### src/rtl/mpuart_pkg.sv
package mpuart_pkg;
  localparam int CTL_W   = 5;
  localparam int CTL_PWR = 0;
  localparam int CTL_RXE = 1;
  localparam int CTL_TXE = 2;
  localparam int CTL_RTE = 3;
  localparam int CTL_ACC = 4;
  localparam logic [CTL_W-1:0] CTL_RESET = 5'b10000;

  typedef enum logic [1:0] {
    PH_IDLE  = 2'd0,
    PH_START = 2'd1,
    PH_BITS  = 2'd2,
    PH_STOP  = 2'd3
  } rx_phase_e;
endpackage

### src/rtl/mpuart_ctlreg.sv
module mpuart_ctlreg
  import mpuart_pkg::*;
(
  input  logic             clk,
  input  logic             rst_n,
  input  logic             wr_i,
  input  logic [CTL_W-1:0] wdata_i,
  output logic [CTL_W-1:0] ctl_o
);
  logic [CTL_W-1:0] ctl_q, ctl_d;
  logic             clr_ok;

  always_comb begin
    ctl_d  = ctl_q;
    clr_ok = ctl_q[CTL_PWR] & ctl_q[CTL_RXE];
    if (wr_i) begin
      ctl_d[CTL_PWR] = wdata_i[CTL_PWR];
      ctl_d[CTL_RXE] = wdata_i[CTL_RXE];
      ctl_d[CTL_TXE] = wdata_i[CTL_TXE];
      // routing bit changes only while the transmitter is off
      if (!ctl_q[CTL_TXE]) ctl_d[CTL_RTE] = wdata_i[CTL_RTE];
      // accept flag can be cleared only when the receiver is powered and enabled
      if (wdata_i[CTL_ACC])  ctl_d[CTL_ACC] = 1'b1;
      else if (clr_ok)       ctl_d[CTL_ACC] = 1'b0;
    end
  end

  always_ff @(posedge clk or negedge rst_n) begin
    if (!rst_n) ctl_q <= CTL_RESET;
    else        ctl_q <= ctl_d;
  end

  assign ctl_o = ctl_q;
endmodule

### src/rtl/mpuart_bitsampler.sv
module mpuart_bitsampler
  import mpuart_pkg::*;
#(
  parameter int OSR    = 16,
  parameter int DATA_W = 8
)(
  input  logic              clk,
  input  logic              rst_n,
  input  logic              rx_on_i,
  input  logic              tick_i,
  input  logic              rxd_i,
  output logic              done_o,
  output logic [DATA_W-1:0] data_o,
  output logic              mpb_o,
  output logic              stop_ok_o
);
  localparam int CW   = $clog2(OSR);
  localparam int NB   = DATA_W + 1;
  localparam int IW   = $clog2(NB + 1);
  localparam int MID  = OSR / 2;

  logic [1:0]    sync_q;
  logic          rx_s;
  rx_phase_e     ph_q, ph_d;
  logic [CW-1:0] cnt_q, cnt_d;
  logic [IW-1:0] idx_q, idx_d;
  logic [NB-1:0] sh_q, sh_d;
  logic [1:0]    smp_q, smp_d;
  logic          done_q, done_d;
  logic          stop_q, stop_d;
  logic          vote, at_vote, at_last;

  assign rx_s = sync_q[1];

  always_ff @(posedge clk or negedge rst_n) begin
    if (!rst_n) sync_q <= 2'b11;
    else        sync_q <= {sync_q[0], rxd_i};
  end

  always_comb begin
    ph_d    = ph_q;
    cnt_d   = cnt_q;
    idx_d   = idx_q;
    sh_d    = sh_q;
    smp_d   = smp_q;
    stop_d  = stop_q;
    done_d  = 1'b0;
    vote    = (smp_q[0] & smp_q[1]) | (smp_q[0] & rx_s) | (smp_q[1] & rx_s);
    at_vote = (cnt_q == CW'(MID + 1));
    at_last = (cnt_q == CW'(OSR - 1));
    if (!rx_on_i) begin
      ph_d = PH_IDLE;
    end else if (tick_i) begin
      cnt_d = at_last ? '0 : cnt_q + 1'b1;
      if (cnt_q == CW'(MID - 1)) smp_d[0] = rx_s;
      if (cnt_q == CW'(MID))     smp_d[1] = rx_s;
      unique case (ph_q)
        PH_IDLE: begin
          cnt_d = CW'(1);
          if (!rx_s) ph_d = PH_START;
        end
        PH_START: begin
          if (at_vote && vote) ph_d = PH_IDLE;
          else if (at_last) begin
            ph_d  = PH_BITS;
            idx_d = '0;
          end
        end
        PH_BITS: begin
          if (at_vote) sh_d = {vote, sh_q[NB-1:1]};
          if (at_last) begin
            if (idx_q == IW'(NB - 1)) ph_d = PH_STOP;
            else                      idx_d = idx_q + 1'b1;
          end
        end
        PH_STOP: begin
          if (at_vote) begin
            done_d = 1'b1;
            stop_d = vote;
            ph_d   = PH_IDLE;
          end
        end
        default: ph_d = PH_IDLE;
      endcase
    end
  end

  always_ff @(posedge clk or negedge rst_n) begin
    if (!rst_n) begin
      ph_q   <= PH_IDLE;
      cnt_q  <= '0;
      idx_q  <= '0;
      sh_q   <= '0;
      smp_q  <= 2'b11;
      done_q <= 1'b0;
      stop_q <= 1'b1;
    end else begin
      ph_q   <= ph_d;
      cnt_q  <= cnt_d;
      idx_q  <= idx_d;
      sh_q   <= sh_d;
      smp_q  <= smp_d;
      done_q <= done_d;
      stop_q <= stop_d;
    end
  end

  assign done_o    = done_q;
  assign data_o    = sh_q[DATA_W-1:0];
  assign mpb_o     = sh_q[NB-1];
  assign stop_ok_o = stop_q;
endmodule

### src/rtl/mpuart_report.sv
module mpuart_report #(
  parameter int DATA_W = 8
)(
  input  logic              clk,
  input  logic              rst_n,
  input  logic              done_i,
  input  logic [DATA_W-1:0] data_i,
  input  logic              mpb_i,
  input  logic              stop_ok_i,
  input  logic              accept_i,
  input  logic              route_i,
  input  logic              data_rd_i,
  input  logic              stat_rd_i,
  output logic [DATA_W-1:0] data_o,
  output logic              mpb_o,
  output logic              valid_o,
  output logic              irq_rx_o,
  output logic              irq_err_o,
  output logic              fe_o,
  output logic              oe_o
);
  logic [DATA_W-1:0] data_q, data_d;
  logic mpb_q, mpb_d, valid_q, valid_d, irx_q, irx_d, ier_q, ier_d;
  logic fe_q, fe_d, oe_q, oe_d, unread_q, unread_d;
  logic deliver, fe_now, oe_now, err_now;

  always_comb begin
    deliver  = done_i & (mpb_i | accept_i);
    fe_now   = deliver & ~stop_ok_i;
    oe_now   = deliver & unread_q & ~data_rd_i;
    err_now  = fe_now | oe_now;
    data_d   = deliver ? data_i : data_q;
    mpb_d    = deliver ? mpb_i  : mpb_q;
    valid_d  = deliver;
    irx_d    = deliver & (~err_now | route_i);
    ier_d    = err_now & ~route_i;
    fe_d     = stat_rd_i ? 1'b0 : fe_q;
    oe_d     = stat_rd_i ? 1'b0 : oe_q;
    if (fe_now) fe_d = 1'b1;
    if (oe_now) oe_d = 1'b1;
    unread_d = deliver ? 1'b1 : (data_rd_i ? 1'b0 : unread_q);
  end

  always_ff @(posedge clk or negedge rst_n) begin
    if (!rst_n) begin
      data_q   <= '0;
      mpb_q    <= 1'b0;
      valid_q  <= 1'b0;
      irx_q    <= 1'b0;
      ier_q    <= 1'b0;
      fe_q     <= 1'b0;
      oe_q     <= 1'b0;
      unread_q <= 1'b0;
    end else begin
      data_q   <= data_d;
      mpb_q    <= mpb_d;
      valid_q  <= valid_d;
      irx_q    <= irx_d;
      ier_q    <= ier_d;
      fe_q     <= fe_d;
      oe_q     <= oe_d;
      unread_q <= unread_d;
    end
  end

  assign data_o    = data_q;
  assign mpb_o     = mpb_q;
  assign valid_o   = valid_q;
  assign irq_rx_o  = irx_q;
  assign irq_err_o = ier_q;
  assign fe_o      = fe_q;
  assign oe_o      = oe_q;
endmodule

### src/rtl/mpuart_rx.sv
module mpuart_rx
  import mpuart_pkg::*;
#(
  parameter int OSR    = 16,
  parameter int DATA_W = 8
)(
  input  logic              clk,
  input  logic              rst_n,
  input  logic              baud_tick,
  input  logic              rxd,
  input  logic              ctl_wr,
  input  logic [CTL_W-1:0]  ctl_wdata,
  input  logic              stat_rd,
  input  logic              data_rd,
  output logic [CTL_W-1:0]  ctl_q,
  output logic [DATA_W-1:0] rx_data,
  output logic              rx_mpb,
  output logic              rx_valid,
  output logic              irq_rx,
  output logic              irq_err,
  output logic              err_frame,
  output logic              err_overrun
);
  logic              frm_done, frm_mpb, frm_stop_ok, rx_on;
  logic [DATA_W-1:0] frm_data;

  mpuart_ctlreg u_ctl (
    .clk     (clk),
    .rst_n   (rst_n),
    .wr_i    (ctl_wr),
    .wdata_i (ctl_wdata),
    .ctl_o   (ctl_q)
  );

  assign rx_on = ctl_q[CTL_PWR] & ctl_q[CTL_RXE];

  mpuart_bitsampler #(.OSR(OSR), .DATA_W(DATA_W)) u_smp (
    .clk       (clk),
    .rst_n     (rst_n),
    .rx_on_i   (rx_on),
    .tick_i    (baud_tick),
    .rxd_i     (rxd),
    .done_o    (frm_done),
    .data_o    (frm_data),
    .mpb_o     (frm_mpb),
    .stop_ok_o (frm_stop_ok)
  );

  mpuart_report #(.DATA_W(DATA_W)) u_rep (
    .clk       (clk),
    .rst_n     (rst_n),
    .done_i    (frm_done),
    .data_i    (frm_data),
    .mpb_i     (frm_mpb),
    .stop_ok_i (frm_stop_ok),
    .accept_i  (ctl_q[CTL_ACC]),
    .route_i   (ctl_q[CTL_RTE]),
    .data_rd_i (data_rd),
    .stat_rd_i (stat_rd),
    .data_o    (rx_data),
    .mpb_o     (rx_mpb),
    .valid_o   (rx_valid),
    .irq_rx_o  (irq_rx),
    .irq_err_o (irq_err),
    .fe_o      (err_frame),
    .oe_o      (err_overrun)
  );
endmodule

### config.mk
export PLATFORM = sky130hd
export DESIGN_NAME = mpuart_rx
export DESIGN_NICKNAME = d
export VERILOG_FILES = /design/src/rtl/mpuart_pkg.sv /design/src/rtl/mpuart_ctlreg.sv /design/src/rtl/mpuart_bitsampler.sv /design/src/rtl/mpuart_report.sv /design/src/rtl/mpuart_rx.sv
export SDC_FILE = /design/constraint.sdc
export NUM_CORES = 1
export LEC_CHECK = 0
export BUFFER_PORTS_ARGS = -buffer_cell sky130_fd_sc_hd__buf_2
export CAP_MARGIN = 30
export CORE_MARGIN = 10
export CORE_UTILIZATION = 34
export DETAILED_ROUTE_END_ITERATION = 8
export PLACE_DENSITY = 0.64
export SLEW_MARGIN = 20
export SYNTH_ARGS = -nofsm -noshare
export SYNTH_HDL_FRONTEND = slang
export SYNTH_SLANG_ARGS = --single-unit
### constraint.sdc
create_clock -name clk -period 3.4 [get_ports clk]
set_clock_uncertainty 0.05 [all_clocks]
set_input_delay 0.68 -clock clk [delete_from_list [all_inputs] [get_ports clk]]
set_output_delay 0.68 -clock clk [all_outputs]
set_load 0.02 [all_outputs]
==> results.toml, run 1 <==
[drt]
post_drt_via_cell_ratio = 4.76
dr.pass1.iters = 4
num_vias = 1328
drc = 0
detail_route.wl_per_cell_um = 13.9
route.final.wire_length_um = 3870
route.antenna.remaining_nets = 0
dr.first_iter.drc_count = 87

[sta]
final_max_slew_viol_count = 0
unrepaired_setup_endpoints_after_global_routing = "no"
totalNegativeSetupSlack_ns = 0
final_period_minus_worst_setup_slack_ns = 1.79
maxSlewHeadroom = 0.727
achievable-frequency_mhz = 560
timing_hold_violations_final = 0
tightestPinTransition_ns = 0.410
report.final.setup_viol = 0
final_min_period_over_clock_period = 0.526

[cts]
h_tree_depth_reported_by_cts = 2
clk_transition_reported_paths_ns = 0.09
clock_latency_ns = 0.30
cts_sinks = 45
clockRootBuffer = "sky130_fd_sc_hd__clkbuf_8"
post_cts_resized = 0
max-clock-path-buffers = 2
tritoncts_clock_tree = "yes"
holdBufCountCts = 0
cts_made_buffers = 5
cts_post_setup_buffers_inserted = 0

[global_route]
grt_first_pass_wirelength_um = 6570
antenna_found_initial = 0
vias_in_the_first_global_route = 1376
gr-total-overflow = 0
grt_util_all_layers = 0.0812
largest_net_degree_at_the_start_of_global_routing = 31

[yosys]
synth_enable_flop_cells = 0
synth.top_cells.by_count = "sky130_fd_sc_hd__dfrtp_1 (39), sky130_fd_sc_hd__mux2_2 (24), sky130_fd_sc_hd__inv_1 (15), sky130_fd_sc_hd__ha_1 (10), sky130_fd_sc_hd__nand2_1 (10)"
asyncSetResetFlopFracSynth = 1.00
yosysWarnings = 0
synth.cell_area_mm2 = 0.00206
ys_types = 40
syn-mean-instance-area_um2 = 12.1
synth.most_common_cell = "sky130_fd_sc_hd__dfrtp_1"
synth_area_leaders = "sky130_fd_sc_hd__dfrtp_1 (47%), sky130_fd_sc_hd__mux2_2 (13%), sky130_fd_sc_hd__dfstp_2 (7.6%)"
yosysTopAreaCell = "sky130_fd_sc_hd__dfrtp_1"
syn-num-nets = 192
postSynthRegisterBits = 45
synthesis.instances = 170
yosysTopAreaCellShare = 0.473
yosys_most_used_dff = "sky130_fd_sc_hd__dfrtp_1"
synth_sequential_area_ratio = 0.549

[critical_path]
cpPeakStageDelay_ns = 0.58
required_ns = 2.67
timing.critical_path.cells = "buf_2"
worst-path-max-fanout = 4
crit_family = "flip-flops"
worst_setup_path_start_kind = "flop"
crit_slowest_cell = "sky130_fd_sc_hd__dfstp_2"
worstPathArrival_ns = 1.06
crit_buf_inv = 1
timing_worst_setup_path_type = "reg -> out"
worstSetupStartpoint = "u_ctl.ctl_o[4]"
critical_path.endpoint_type = "output port"
critical_path.reg2reg.startpoint = "u_smp.ph_q[0]"

[final_layout]
syn2layout_area_growth_pct = 15.7
n_antenna_cell = 0
multi_input_comb_area_um2 = 833
fillCellCount = 568
post_route_cells_drive_above_1_share = 0.368
seqCellArea_mm2 = 0.00113
finalNetCount = 225

[placed_design]
numPortBuffers = 30
gpl.final_weighted_congestion = 0.800
dp_hpwl_um = 2950

[hold_path]
hold_path.class = "in -> async"

[power_and_ir_drop]
total_power_mw = 1.07
swShare = 0.278
power.ir.vdd_worst_uv = 310
clock_power_share = 0.324
power.switching_mw = 0.296
leakage_component_of_the_power_nw = 1.18
power_density_mw_per_mm2 = 446
power.sequential.fraction = 0.561
combinational_share_of_power = 0.115
power.internal_mw = 0.769

[floorplanning]
dieArea_mm2 = 0.00959
floorplan.initialDensity = 0.349
die_y_um = 97.9
num_rows = 28
io_pins = 31
area_of_the_core_mm2 = 0.00592
die-width_um = 97.9

[run_status]
run_status = "completed"

[job]
count_of_max_cap_constraint_violations = 0
layout make-up:
type                       instances  share of cell area
sequential                        45               0.475
multi-input combinational        104               0.349
inverter                          15              0.0236
clock buffer                       5              0.0288
timing repair buffer              32              0.0744
tap                               75              0.0393
clock inverter                     3              0.0105
placed cells by master (no fill, tap or decap), types with 2 or more instances in the layout:
| master | netlist | routed |
|---|---|---|
| sky130_fd_sc_hd__dfrtp_1 | 39 | 39 |
| sky130_fd_sc_hd__buf_2 | 3 | 30 |
| sky130_fd_sc_hd__mux2_2 | 24 | 24 |
| sky130_fd_sc_hd__inv_1 | 15 | 15 |
| sky130_fd_sc_hd__nand2_1 | 10 | 10 |
| sky130_fd_sc_hd__ha_1 | 10 | 10 |
| sky130_fd_sc_hd__nand3_1 | 7 | 7 |
| sky130_fd_sc_hd__o21ai_0 | 7 | 7 |
| sky130_fd_sc_hd__dfstp_2 | 6 | 6 |
| sky130_fd_sc_hd__clkbuf_8 | 0 | 5 |
| sky130_fd_sc_hd__nor2_1 | 4 | 4 |
| sky130_fd_sc_hd__a21oi_1 | 4 | 4 |
| sky130_fd_sc_hd__nand4_1 | 4 | 4 |
| sky130_fd_sc_hd__o22ai_1 | 3 | 3 |
| sky130_fd_sc_hd__nand2b_1 | 2 | 2 |
| sky130_fd_sc_hd__a211oi_1 | 2 | 2 |
| sky130_fd_sc_hd__and2_1 | 2 | 2 |
| sky130_fd_sc_hd__nor3_1 | 2 | 2 |
| sky130_fd_sc_hd__a22o_1 | 2 | 2 |
| sky130_fd_sc_hd__mux2i_1 | 2 | 2 |
| sky130_fd_sc_hd__inv_6 | 0 | 2 |
routing by layer:
layer  up-vias  share of wire  global-route usage  wire length, um
li1        663              -                   -                -
met1       630           0.46               0.100             1790
met2        29           0.46               0.128             1790
met3         6          0.056              0.0204              216
met4         0          0.020              0.0403               79
met5         -              0                   0                0
logic make-up (layout without fill, tap and decap cells):
group,Yosys count,in the layout,share of synthesized area
compound gates,26,26,0.0830
fa+ha+maj,11,11,0.0661
buf+inv,21,55,0.0473
flops,45,45,0.549
mux,26,26,0.141
simple gates,41,41,0.114
metrics by stage:
step / setup slack, ns / instances / util / instance area [um2] / hold slack [ns]
floorplan: 1.81 / 170 / - / 2060 / 0.295
global placement: 1.39 / 270 / 0.384 / 2270 / 0.297
detailed placement: 1.37 / 271 / 0.388 / 2290 / 0.301
CTS: 1.60 / 279 / 0.403 / 2390 / 0.238
global route: 1.55 / 279 / 0.403 / 2390 / 0.260
finish: 1.61 / 279 / 0.403 / 2390 / 0.236
path summary, 6_finish.rpt:
path	endpoint	slack, ns	cells past startpoint
worst max-delay path	ctl_q[4]	1.61	1
worst min-delay path	u_smp.cnt_q[0]	0.24	1
worst max register to register	u_smp.idx_q[1]	1.67	6
worst min register to register	u_smp.sync_q[1]	0.32	0
max in group asynchronous	u_ctl.ctl_o[4]	2.52	2
min in group clk	u_smp.sync_q[1]	0.32	0
power groups by stage:
stage                     clock, mW  combinational [mW]  sequential, mW
final                         0.345               0.123           0.598
after global routing          0.378               0.141           0.604
after CTS                     0.361               0.126           0.598
after detailed placement          0               0.126           0.608
after global placement            0               0.121           0.607
after floorplan                   0              0.0851           0.605
state kept, by name, summed over array words and instances (netlist names):
signal,cells
u_smp.idx_q,4
u_smp.stop_ok_o,1
u_rep.mpb_o,1
u_rep.unread_q,1
u_smp.smp_q,2
u_smp.cnt_q,4
u_rep.irq_rx_o,1
u_rep.irq_err_o,1
u_rep.fe_o,1
u_smp.sh_q,9
u_rep.valid_o,1
u_smp.ph_q,2
u_ctl.ctl_o,5
u_rep.data_o,8
u_rep.oe_o,1
u_smp.sync_q,2
u_smp.done_o,1
No activity file was read; power rests on OpenSTA's default activity.
==> inputs of run 2 (changes only) <==
- PLACE_DENSITY: 0.64 -> 0.66
- clock period: 3.4 -> 1.59 ns (I/O delays scaled with it)
==> results.toml, run 2 (synthesized netlist as in run 1, its figures left out) <==
[critical_path]
crit_family = "simple AND/OR/NAND/NOR gates"
crit_buf_inv = 1
worstPathArrival_ns = 1.75
timing_worst_setup_path_type = "reg -> reg"
r2r_end = "u_smp.ph_q[0]"
critical_path.reg2reg.startpoint = "u_smp.cnt_q[1]"
worst-path-max-fanout = 3
reg2reg_depth = 6
timing.critical_path.cells = "inv_2 -> ha_4 -> and3b_1 -> a211o_1 -> and4b_1 -> nor3_2"
required_ns = 1.77
r2r_setup_slack_ns = 0.02
critical_path.endpoint_type = "flop"
cpPeakStageDelay_ns = 0.40
worst_setup_path_start_kind = "flop"
path_depth = 6
crit_slowest_cell = "sky130_fd_sc_hd__dfrtp_1"

[global_route]
grt_util_all_layers = 0.0867
gr-total-overflow = 0
vias_in_the_first_global_route = 1480
grt_first_pass_wirelength_um = 7130
largest_net_degree_at_the_start_of_global_routing = 46
antenna_found_initial = 0

[sta]
timing_hold_violations_final = 0
maxSlewHeadroom = 0.745
tightestPinTransition_ns = 0.383
final_min_period_over_clock_period = 0.990
unrepaired_setup_endpoints_after_global_routing = "yes"
achievable-frequency_mhz = 635
final_max_slew_viol_count = 0
final_period_minus_worst_setup_slack_ns = 1.57
report.final.setup_viol = 0

[drt]
route.final.wire_length_um = 4330
dr.pass1.iters = 4
dr.first_iter.drc_count = 64
post_drt_via_cell_ratio = 4.89
num_vias = 1483
detail_route.wl_per_cell_um = 14.3
drc = 0
route.antenna.remaining_nets = 0

[cts]
clock_latency_ns = 0.30
cts_made_buffers = 5
max-clock-path-buffers = 2
cts_sinks = 45
clk_transition_reported_paths_ns = 0.09
h_tree_depth_reported_by_cts = 2
clockRootBuffer = "sky130_fd_sc_hd__clkbuf_8"
tritoncts_clock_tree = "yes"

[final_layout]
n_antenna_cell = 0
finalNetCount = 249
multi_input_comb_area_um2 = 936
syn2layout_area_growth_pct = 30.5
fillCellCount = 542
largest_reg_flops = 9
final_cells = 303
post_route_cells_drive_above_1_share = 0.496
seqCellArea_mm2 = 0.00113
mostFrequentLayoutCell = "sky130_fd_sc_hd__dfrtp_1"
most_flops_register = "u_smp.sh_q"
layout_common_cells = "sky130_fd_sc_hd__dfrtp_1 (39), sky130_fd_sc_hd__buf_2 (30), sky130_fd_sc_hd__mux2_2 (24), sky130_fd_sc_hd__buf_4 (21), sky130_fd_sc_hd__inv_1 (12)"

[floorplanning]
die_y_um = 97.9
num_rows = 28
floorplan.initialDensity = 0.349
io_pins = 31
die-width_um = 97.9
area_of_the_core_mm2 = 0.00592
dieArea_mm2 = 0.00959

[power_and_ir_drop]
power_density_mw_per_mm2 = 927
leakage_component_of_the_power_nw = 1.31
power.ir.vdd_worst_uv = 506
total_power_mw = 2.50

[hold_path]
min_to = "u_smp.sync_q[0]"
holdCritStartpoint = "rxd"
hold-path-cell-count = 1
hold_path.class = "in -> reg"

[placed_design]
dp_hpwl_um = 3060
placed_cells_incl_taps = 286
numPortBuffers = 30
gpl.final_weighted_congestion = 0.872

[run_status]
run_status = "completed"

[job]
count_of_max_cap_constraint_violations = 0
-- run 2: changes by cell type in the layout (fill, tap and decap cells not counted), sizes merged --
| cell | delta |
|---|---|
| buf | +22 |
| clkinv | +1 |
| inv | -2 |
| dlygate4sd3 | +1 |
| bufinv | +1 |
| nand2 | +1 |
-- run 2: per-layer routing --
metal,GRT usage,vias to the layer above,share of wire
met3,0.0204,4,0.041
met1,0.115,732,0.47
li1,-,711,-
met2,0.136,36,0.49
met5,0,-,0
met4,0.0268,0,0.0058
-- run 2: how the worst max path moves through the flow --
stage,slack (ns),from,to
2_1_floorplan,0.07,u_smp.cnt_q[0],u_smp.ph_q[0]
3_3_place_gp,-0.02,u_smp.cnt_q[1],u_smp.ph_q[1]
3_5_place_dp,-0.07,u_smp.cnt_q[1],u_smp.ph_q[1]
4_1_cts,-0.01,u_smp.ph_q[1],u_smp.idx_q[2]
5_1_grt,-0.07,u_smp.ph_q[0],u_smp.idx_q[3]
6_report,0.02,u_smp.cnt_q[1],u_smp.ph_q[0]
-- run 2: layout make-up --
class | count | share of cell area
inverter | 15 | 0.0209
tap | 75 | 0.0348
clock inverter | 3 | 0.0172
clock buffer | 5 | 0.0255
timing repair buffer | 55 | 0.134
sequential | 45 | 0.421
multi-input combinational | 105 | 0.347
-- run 2: what timing repair did --
| action | CTS | global route |
|---|---|---|
| hold endpoints to repair | 39 | 0 |
| setup endpoints to repair | 16 | 16 |
| hold buffers | 1 | 0 |
| buffers inserted | 3 | 4 |
| gates resized for setup | 10 | 15 |
| pin swaps | 5 | 9 |
| gates cloned | 0 | 1 |
-- run 2: power by group --
| part | leakage (nW) | total (mW) | internal [mW] | switching [mW] |
|---|---|---|---|---|
| Sequential | 0.580 | 1.28 | 1.21 | 0.0638 |
| Clock | 0.0543 | 0.869 | 0.470 | 0.398 |
| Combinational | 0.673 | 0.352 | 0.159 | 0.193 |
-- run 2: metrics by stage --
stage	hold slack (ns)	util	instance area (um2)	setup WS, ns	setup TNS, ns
2_1_floorplan	-0.0276	-	2060	0.0700	0
3_3_place_gp	0.263	0.407	2410	-0.0211	-0.0410
3_5_place_dp	0.264	0.407	2410	-0.0720	-0.177
4_1_cts	0.0628	0.438	2590	-0.0105	-0.0205
5_1_grt	0.0633	0.455	2700	-0.0662	-0.256
6_report	0.0713	0.455	2700	0.0163	0
